[src/rtl/qpr_pkg.sv]
// Package: shared constants and types for the quad-port replicated RAM.
// Assumes: nothing; holds only compile-time definitions.
package qpr_pkg;

    // Number of read ports, and therefore of storage copies.
    localparam int unsigned NUM_PORTS = 4;

    // Read timing selected at build time.
    typedef enum logic {
        RD_COMB = 1'b0,
        RD_REG  = 1'b1
    } rd_mode_e;

endpackage

[src/rtl/qpr_addr_fold.sv]
// Module: qpr_addr_fold
// Maps a port address onto the usable depth. The full-depth build passes the
// address through unchanged. The half-depth build forces the MSB to zero.
// Assumes: ADDR_W >= 2.
module qpr_addr_fold #(
    parameter int unsigned ADDR_W  = 6,
    parameter bit          SHALLOW = 1'b0
) (
    input  logic [ADDR_W-1:0] addr_in,
    output logic [ADDR_W-1:0] addr_out
);

    generate
        if (SHALLOW) begin : g_half
            // Half depth: the top address bit never reaches the storage.
            assign addr_out = {1'b0, addr_in[ADDR_W-2:0]};
        end else begin : g_full
            // Full depth: the address is used as given.
            assign addr_out = addr_in;
        end
    endgenerate

endmodule

[src/rtl/qpr_copy.sv]
// Module: qpr_copy
// One storage copy. It has a synchronous write port and one combinational
// read port. The top level drives the same write signals into every copy.
// Assumes: no reset on the array; words are undefined until written.
module qpr_copy #(
    parameter int unsigned ADDR_W = 6,
    parameter int unsigned DATA_W = 4
) (
    input  logic              clk,
    input  logic              rst_n,
    input  logic              wr_en,
    input  logic [ADDR_W-1:0] wr_addr,
    input  logic [DATA_W-1:0] wr_data,
    input  logic [ADDR_W-1:0] rd_addr,
    output logic [DATA_W-1:0] rd_data
);

    localparam int unsigned DEPTH = 1 << ADDR_W;

    logic [DATA_W-1:0] mem [DEPTH];

    // Store the write data on the rising edge when enabled.
    always_ff @(posedge clk) begin
        if (wr_en) begin
            mem[wr_addr] <= wr_data;
        end
    end

    // Combinational read of the selected word.
    assign rd_data = mem[rd_addr];

    // an enabled write lands at its address by the next cycle.
    a_r1_write_lands: assert property (@(posedge clk) disable iff (!rst_n)
        wr_en |=> mem[$past(wr_addr)] === $past(wr_data));

    // without a write, the word that was read keeps its value.
    a_r1_no_write_holds: assert property (@(posedge clk) disable iff (!rst_n)
        !wr_en |=> mem[$past(rd_addr)] === $past(rd_data));

endmodule

[src/rtl/qpr_out_stage.sv]
// Module: qpr_out_stage
// Output register for one read port. It is used only when reads are
// synchronous, and it clears to zero on reset.
// Assumes: the input is the combinational read of a storage copy.
module qpr_out_stage #(
    parameter int unsigned DATA_W = 4
) (
    input  logic              clk,
    input  logic              rst_n,
    input  logic [DATA_W-1:0] d,
    output logic [DATA_W-1:0] q
);

    // Capture the read word on each edge; clear it during reset.
    always_ff @(posedge clk) begin
        if (!rst_n) begin
            q <= '0;
        end else begin
            q <= d;
        end
    end

    // the registered output is the read word from one cycle before.
    a_r4_one_cycle: assert property (@(posedge clk) disable iff (!rst_n)
        1'b1 |=> q === $past(d));

    // an edge that samples reset leaves the output at zero.
    a_r10_reset_zero: assert property (@(posedge clk)
        !rst_n |=> q == '0);

endmodule

[src/rtl/quad_port_ram.sv]
// Module: quad_port_ram
// Quad-port RAM built from four replicated copies. Port 0 shares its address
// between read and write. Ports 1 to 3 read on their own. Every write goes to
// all copies. Reads are combinational or registered, chosen by RD_MODE.
// Assumes: the user never needs more than one write per cycle.
module quad_port_ram
    import qpr_pkg::*;
#(
    parameter int unsigned ADDR_W  = 6,
    parameter int unsigned DATA_W  = 4,
    parameter bit          SHALLOW = 1'b0,
    parameter rd_mode_e    RD_MODE = RD_COMB
) (
    input  logic              clk,
    input  logic              rst_n,
    input  logic              wr_en,
    input  logic [ADDR_W-1:0] addr0,
    input  logic [DATA_W-1:0] wr_data,
    input  logic [ADDR_W-1:0] rd_addr1,
    input  logic [ADDR_W-1:0] rd_addr2,
    input  logic [ADDR_W-1:0] rd_addr3,
    output logic [DATA_W-1:0] rd_data0,
    output logic [DATA_W-1:0] rd_data1,
    output logic [DATA_W-1:0] rd_data2,
    output logic [DATA_W-1:0] rd_data3,
    output logic              rd_valid
);

    logic [ADDR_W-1:0] raw_addr [NUM_PORTS];
    logic [ADDR_W-1:0] eff_addr [NUM_PORTS];
    logic [DATA_W-1:0] copy_q   [NUM_PORTS];
    logic [DATA_W-1:0] port_q   [NUM_PORTS];

    // Gather the port addresses into one array.
    assign raw_addr[0] = addr0;
    assign raw_addr[1] = rd_addr1;
    assign raw_addr[2] = rd_addr2;
    assign raw_addr[3] = rd_addr3;

    genvar gp;
    generate
        for (gp = 0; gp < NUM_PORTS; gp++) begin : g_port
            // Fold each address to the usable depth.
            qpr_addr_fold #(
                .ADDR_W  (ADDR_W),
                .SHALLOW (SHALLOW)
            ) u_fold (
                .addr_in  (raw_addr[gp]),
                .addr_out (eff_addr[gp])
            );

            // One copy per port; all copies share the write signals.
            qpr_copy #(
                .ADDR_W (ADDR_W),
                .DATA_W (DATA_W)
            ) u_copy (
                .clk     (clk),
                .rst_n   (rst_n),
                .wr_en   (wr_en),
                .wr_addr (eff_addr[0]),
                .wr_data (wr_data),
                .rd_addr (eff_addr[gp]),
                .rd_data (copy_q[gp])
            );

            if (gp > 0) begin : g_agree
                // copies addressed alike return identical data.
                a_r2_copies_agree: assert property (@(posedge clk) disable iff (!rst_n)
                    (eff_addr[gp] == eff_addr[0]) |-> copy_q[gp] === copy_q[0]);
            end
        end

        if (RD_MODE == RD_REG) begin : g_sync
            logic valid_q;

            for (gp = 0; gp < NUM_PORTS; gp++) begin : g_reg
                // Registered read stage for this port.
                qpr_out_stage #(
                    .DATA_W (DATA_W)
                ) u_stage (
                    .clk   (clk),
                    .rst_n (rst_n),
                    .d     (copy_q[gp]),
                    .q     (port_q[gp])
                );
            end

            // Track the one-cycle latency of the registered reads.
            always_ff @(posedge clk) begin
                if (!rst_n) begin
                    valid_q <= 1'b0;
                end else begin
                    valid_q <= 1'b1;
                end
            end
            assign rd_valid = valid_q;

            // valid falls after a reset edge and rises after a running edge.
            a_r9_valid_low: assert property (@(posedge clk)
                !rst_n |=> !rd_valid);
            a_r9_valid_high: assert property (@(posedge clk)
                rst_n |=> rd_valid);
        end else begin : g_async
            for (gp = 0; gp < NUM_PORTS; gp++) begin : g_wire
                // Combinational read goes straight to the port.
                assign port_q[gp] = copy_q[gp];
            end
            // Outputs are valid whenever the block is out of reset.
            assign rd_valid = rst_n;

            // after writing, port 0 at the same address shows the new data.
            a_r5_port0_sees_write: assert property (@(posedge clk) disable iff (!rst_n)
                wr_en ##1 $stable(addr0) |-> rd_data0 === $past(wr_data));
        end
    endgenerate

    // Drive the output ports from the selected read path.
    assign rd_data0 = port_q[0];
    assign rd_data1 = port_q[1];
    assign rd_data2 = port_q[2];
    assign rd_data3 = port_q[3];

endmodule

[config.mk]
export PLATFORM = sky130hd
export DESIGN_NAME = quad_port_ram
export DESIGN_NICKNAME = d
export VERILOG_FILES = /design/src/rtl/qpr_pkg.sv /design/src/rtl/qpr_addr_fold.sv /design/src/rtl/qpr_copy.sv /design/src/rtl/qpr_out_stage.sv /design/src/rtl/quad_port_ram.sv
export SDC_FILE = /design/constraint.sdc
export NUM_CORES = 1
export LEC_CHECK = 0
export BUFFER_PORTS_ARGS = -buffer_cell sky130_fd_sc_hd__buf_4
export CAP_MARGIN = 20
export CORE_MARGIN = 8
export CORE_UTILIZATION = 64
export CTS_BUF_LIST = sky130_fd_sc_hd__clkbuf_16
export DETAILED_ROUTE_END_ITERATION = 7
export HOLD_SLACK_MARGIN = 0.12
export PLACE_DENSITY = 0.82
export RECOVER_POWER = 50
export SYNTH_ARGS = -nofsm -noshare
export SYNTH_HDL_FRONTEND = slang
export SYNTH_SLANG_ARGS = --single-unit
[constraint.sdc]
create_clock -name clk -period 2.1 [get_ports clk]
set_input_delay 0.105 -clock clk [delete_from_list [all_inputs] [get_ports clk]]
set_output_delay 0.105 -clock clk [all_outputs]
set_load 0.02 [all_outputs]
==> flow_metrics.env <==
export IMPL_combPwrFrac_pct=18.4
export IMPL_grt_overflow=0
export IMPL_fillers=1288
export IMPL_slew_violations=0
export IMPL_clockBufferDepth=3
export IMPL_regMostFlops="g_port.u_copy.mem"
export IMPL_drtIter0Drc=3048
export IMPL_seq_area_mm2=0.00769
export IMPL_path_class="reg -> out"
export IMPL_drc=6
export IMPL_cts_num_sinks=256
export IMPL_cp_required_ns=2.00
export IMPL_fin_nets=1399
export IMPL_dieWidth_um=177
export IMPL_dr_pass1_iters=8
export IMPL_area_growth_pct=28.7
export IMPL_vias=14000
export IMPL_ys_warn_count=0
export IMPL_synth_edf_count=256
export IMPL_top_usage_layer="met2"
export IMPL_clk_pin_slew_worst_paths_ns=0.07
export IMPL_synth_cell_area_mm2=0.0166
export IMPL_setup_viol=16
export IMPL_crit_chain="mux4_1 > mux4_2 > nor2b_4 > a211oi_2 > buf_6 > a31oi_4 > buf_6"
export IMPL_cp_start_kind="flop"
export IMPL_dpl_cell_count=1657
export IMPL_syn_instance_count=1030
export IMPL_async_flop_share_pct=0
export IMPL_met3_usage_pct=17.4
export IMPL_dp_slack_ns=-0.582
export IMPL_multi_input_area_mm2=0.00876
export IMPL_synth_nets=1061
export IMPL_critPathMostFrequentCell="buf_6"
export IMPL_status="finished with violations"
export IMPL_largest_reg_flops=256
export IMPL_period_share_pct=145
export IMPL_wl_um=64000
export IMPL_final_cells=1721
export IMPL_io_pins=48
export IMPL_antenna_found_initial=4
export IMPL_synth_distinct_cells=59
export IMPL_layout_common_cells="buf_4, edfxtp_1, mux4_2"
export IMPL_layout_commonest_cell="buf_4"
export IMPL_via_per_inst=8.15
export IMPL_period_needed_ns=3.05
export IMPL_grt_pass1_vias=14000
export IMPL_avgRoutedWirePerCell_um=37.2
export IMPL_drive_gt1_share_pct=56.0
export IMPL_tightestPinTransition_ns=1.49
export IMPL_htreeDepth=1
export IMPL_p_int_mw=9.97
export IMPL_cellPowerDensity_mw_per_mm2=629
export IMPL_start_util_pct=64.3
export IMPL_p_clk_share_pct=39.2
export IMPL_hold_violations=0
export IMPL_ys_ff_latch=256
export IMPL_grt_pass1_wl_um=92700
export IMPL_maxCapViolations=0
export IMPL_port_buffer_count=45
export IMPL_core_area_mm2=0.0258
export IMPL_violations="design-rule violations, negative setup slack"
export IMPL_sw_frac_of_total_pct=25.7
export IMPL_yosys_area_top_type_share_pct=46.4
export IMPL_dp_hpwl_um=44500
export IMPL_p_seq_share_pct=42.4
export IMPL_gp_congestion=1.06
export IMPL_synthFlopType="edfxtp_1"
export IMPL_ant_nets=0
export IMPL_worst_path_max_fanout=4
export IMPL_rsz0062_at_grt="yes"
export IMPL_use_met1_pct=50.3
export IMPL_synthTopCellsByArea="edfxtp_1, mux4_2, mux2i_1"
export IMPL_cts_buffers=27
export IMPL_die_area_mm2=0.0313
export IMPL_p_switching_mw=3.46
export IMPL_slowest_delay_ns=0.59
export IMPL_synth_avg_cell_area_um2=16.1
export IMPL_timing_slew_headroom_pct=0.952
export IMPL_cts_root_buf="clkbuf_16"
export IMPL_min_path_type="in -> out"
export IMPL_synth_top_area_cell="edfxtp_1"
export IMPL_yosysSeqAreaShare_pct=46.4
export IMPL_ir_worst_vdd_v=0.000788
export IMPL_placementRows=59
export IMPL_grt_max_degree=65
export IMPL_cellLeakagePower_nw=7.61
export IMPL_largestRegisters="g_port.u_copy.mem: 256 flops"
export IMPL_cp_end_kind="output port"
export IMPL_die_h_um=177
export IMPL_use_met2_pct=60.7
export IMPL_grt_usage_pct=41.1
export IMPL_fin_ws_ns=-0.954
export IMPL_crit_path_top_delay_cell="mux4_1"
export IMPL_fmax_mhz=327
export IMPL_cp_arrival_ns=2.95
export IMPL_tritoncts="yes"
-- cell usage after synthesis, types with 3 or more instances --
cell,number
nand2_1,42
nand3b_1,3
clkinv_1,3
o211ai_1,5
a211o_1,3
a22oi_1,14
nor2_1,83
nand4_1,4
mux2_2,31
mux4_2,225
nand3_1,18
clkbuf_1,38
a211oi_1,13
a221oi_1,21
o21ai_0,18
mux2i_1,47
inv_1,5
buf_4,13
a31oi_1,10
mux4_1,17
a21oi_1,17
edfxtp_1,256
nor2b_1,19
nor3_1,3
o221ai_1,8
buf_2,31
o22ai_1,17
buf_1,13
and2_1,4
and3b_1,3
nand2b_1,7
-- per-stage QoR --
stage	instance area, um2	hold slack (ns)	utilization [%]	power (mW)	TNS, ns
6_report	21300	0.210	82.8	13.4	-10.41
4_1_cts	21100	0.139	81.9	13.2	-9.52
2_1_floorplan	16600	0.204	-	6.99	0
3_3_place_gp	19700	0.210	76.5	7.90	-8.73
5_1_grt	21300	0.210	82.8	13.6	-10.70
3_5_place_dp	19700	0.210	76.5	7.93	-9.93
-- cell type report --
cell class              instances  area share [%]
clock inverters                19            1.28
clock buffers                  27            3.17
inverters                       8           0.141
repair buffers                409            16.3
well taps                     335            1.96
diodes                          1          0.0117
multi-input cells             666            41.1
flip-flops and latches        256            36.0
-- logic make-up after synthesis --
kind of cell | count (synthesis) | synth area share (%)
muxes | 322 | 38.5
buffers and inverters | 108 | 3.22
and+or+nand+nor | 198 | 5.58
DFF | 256 | 46.4
AOI/OAI and AO/OA | 146 | 6.28
-- worst max-delay path, delay by kind of cell, from the launching register on --
kind,cells,cell delay (ns)
simple gates,1,0.15
compound gates,2,0.31
buf+inv,2,0.36
flops,1,0.49
mux,2,1.09
-- metal layers --
metal	vias up	routed length, um
li1	5121	-
met1	6802	19500
met2	1625	27700
met3	473	11400
met4	4	5400
met5	-	23
-- path summary, 6_finish.rpt --
| path | from | to | depth (start not counted) |
|---|---|---|---|
| max | g_port[2].u_copy.mem[22][2] | rd_data3[2] | 7 |
| min | rst_n | rd_valid | 0 |
-- timing repair --
item                                    4_1_cts  5_1_grt
hold buffers                                  0        0
resized for setup                            94       41
endpoints found under the setup margin       16       16
pin swaps                                    29       17
setup buffers                                13       13
-- power by group through the flow --
stage	clock, mW	sequential [mW]	combinational, mW
finish	5.27	5.69	2.47
global route	5.41	5.69	2.50
CTS	5.23	5.69	2.26
detailed placement	0	5.79	2.14
global placement	0	5.79	2.11
floorplan	0	5.79	1.21
(Power assumes the default switching activity.)
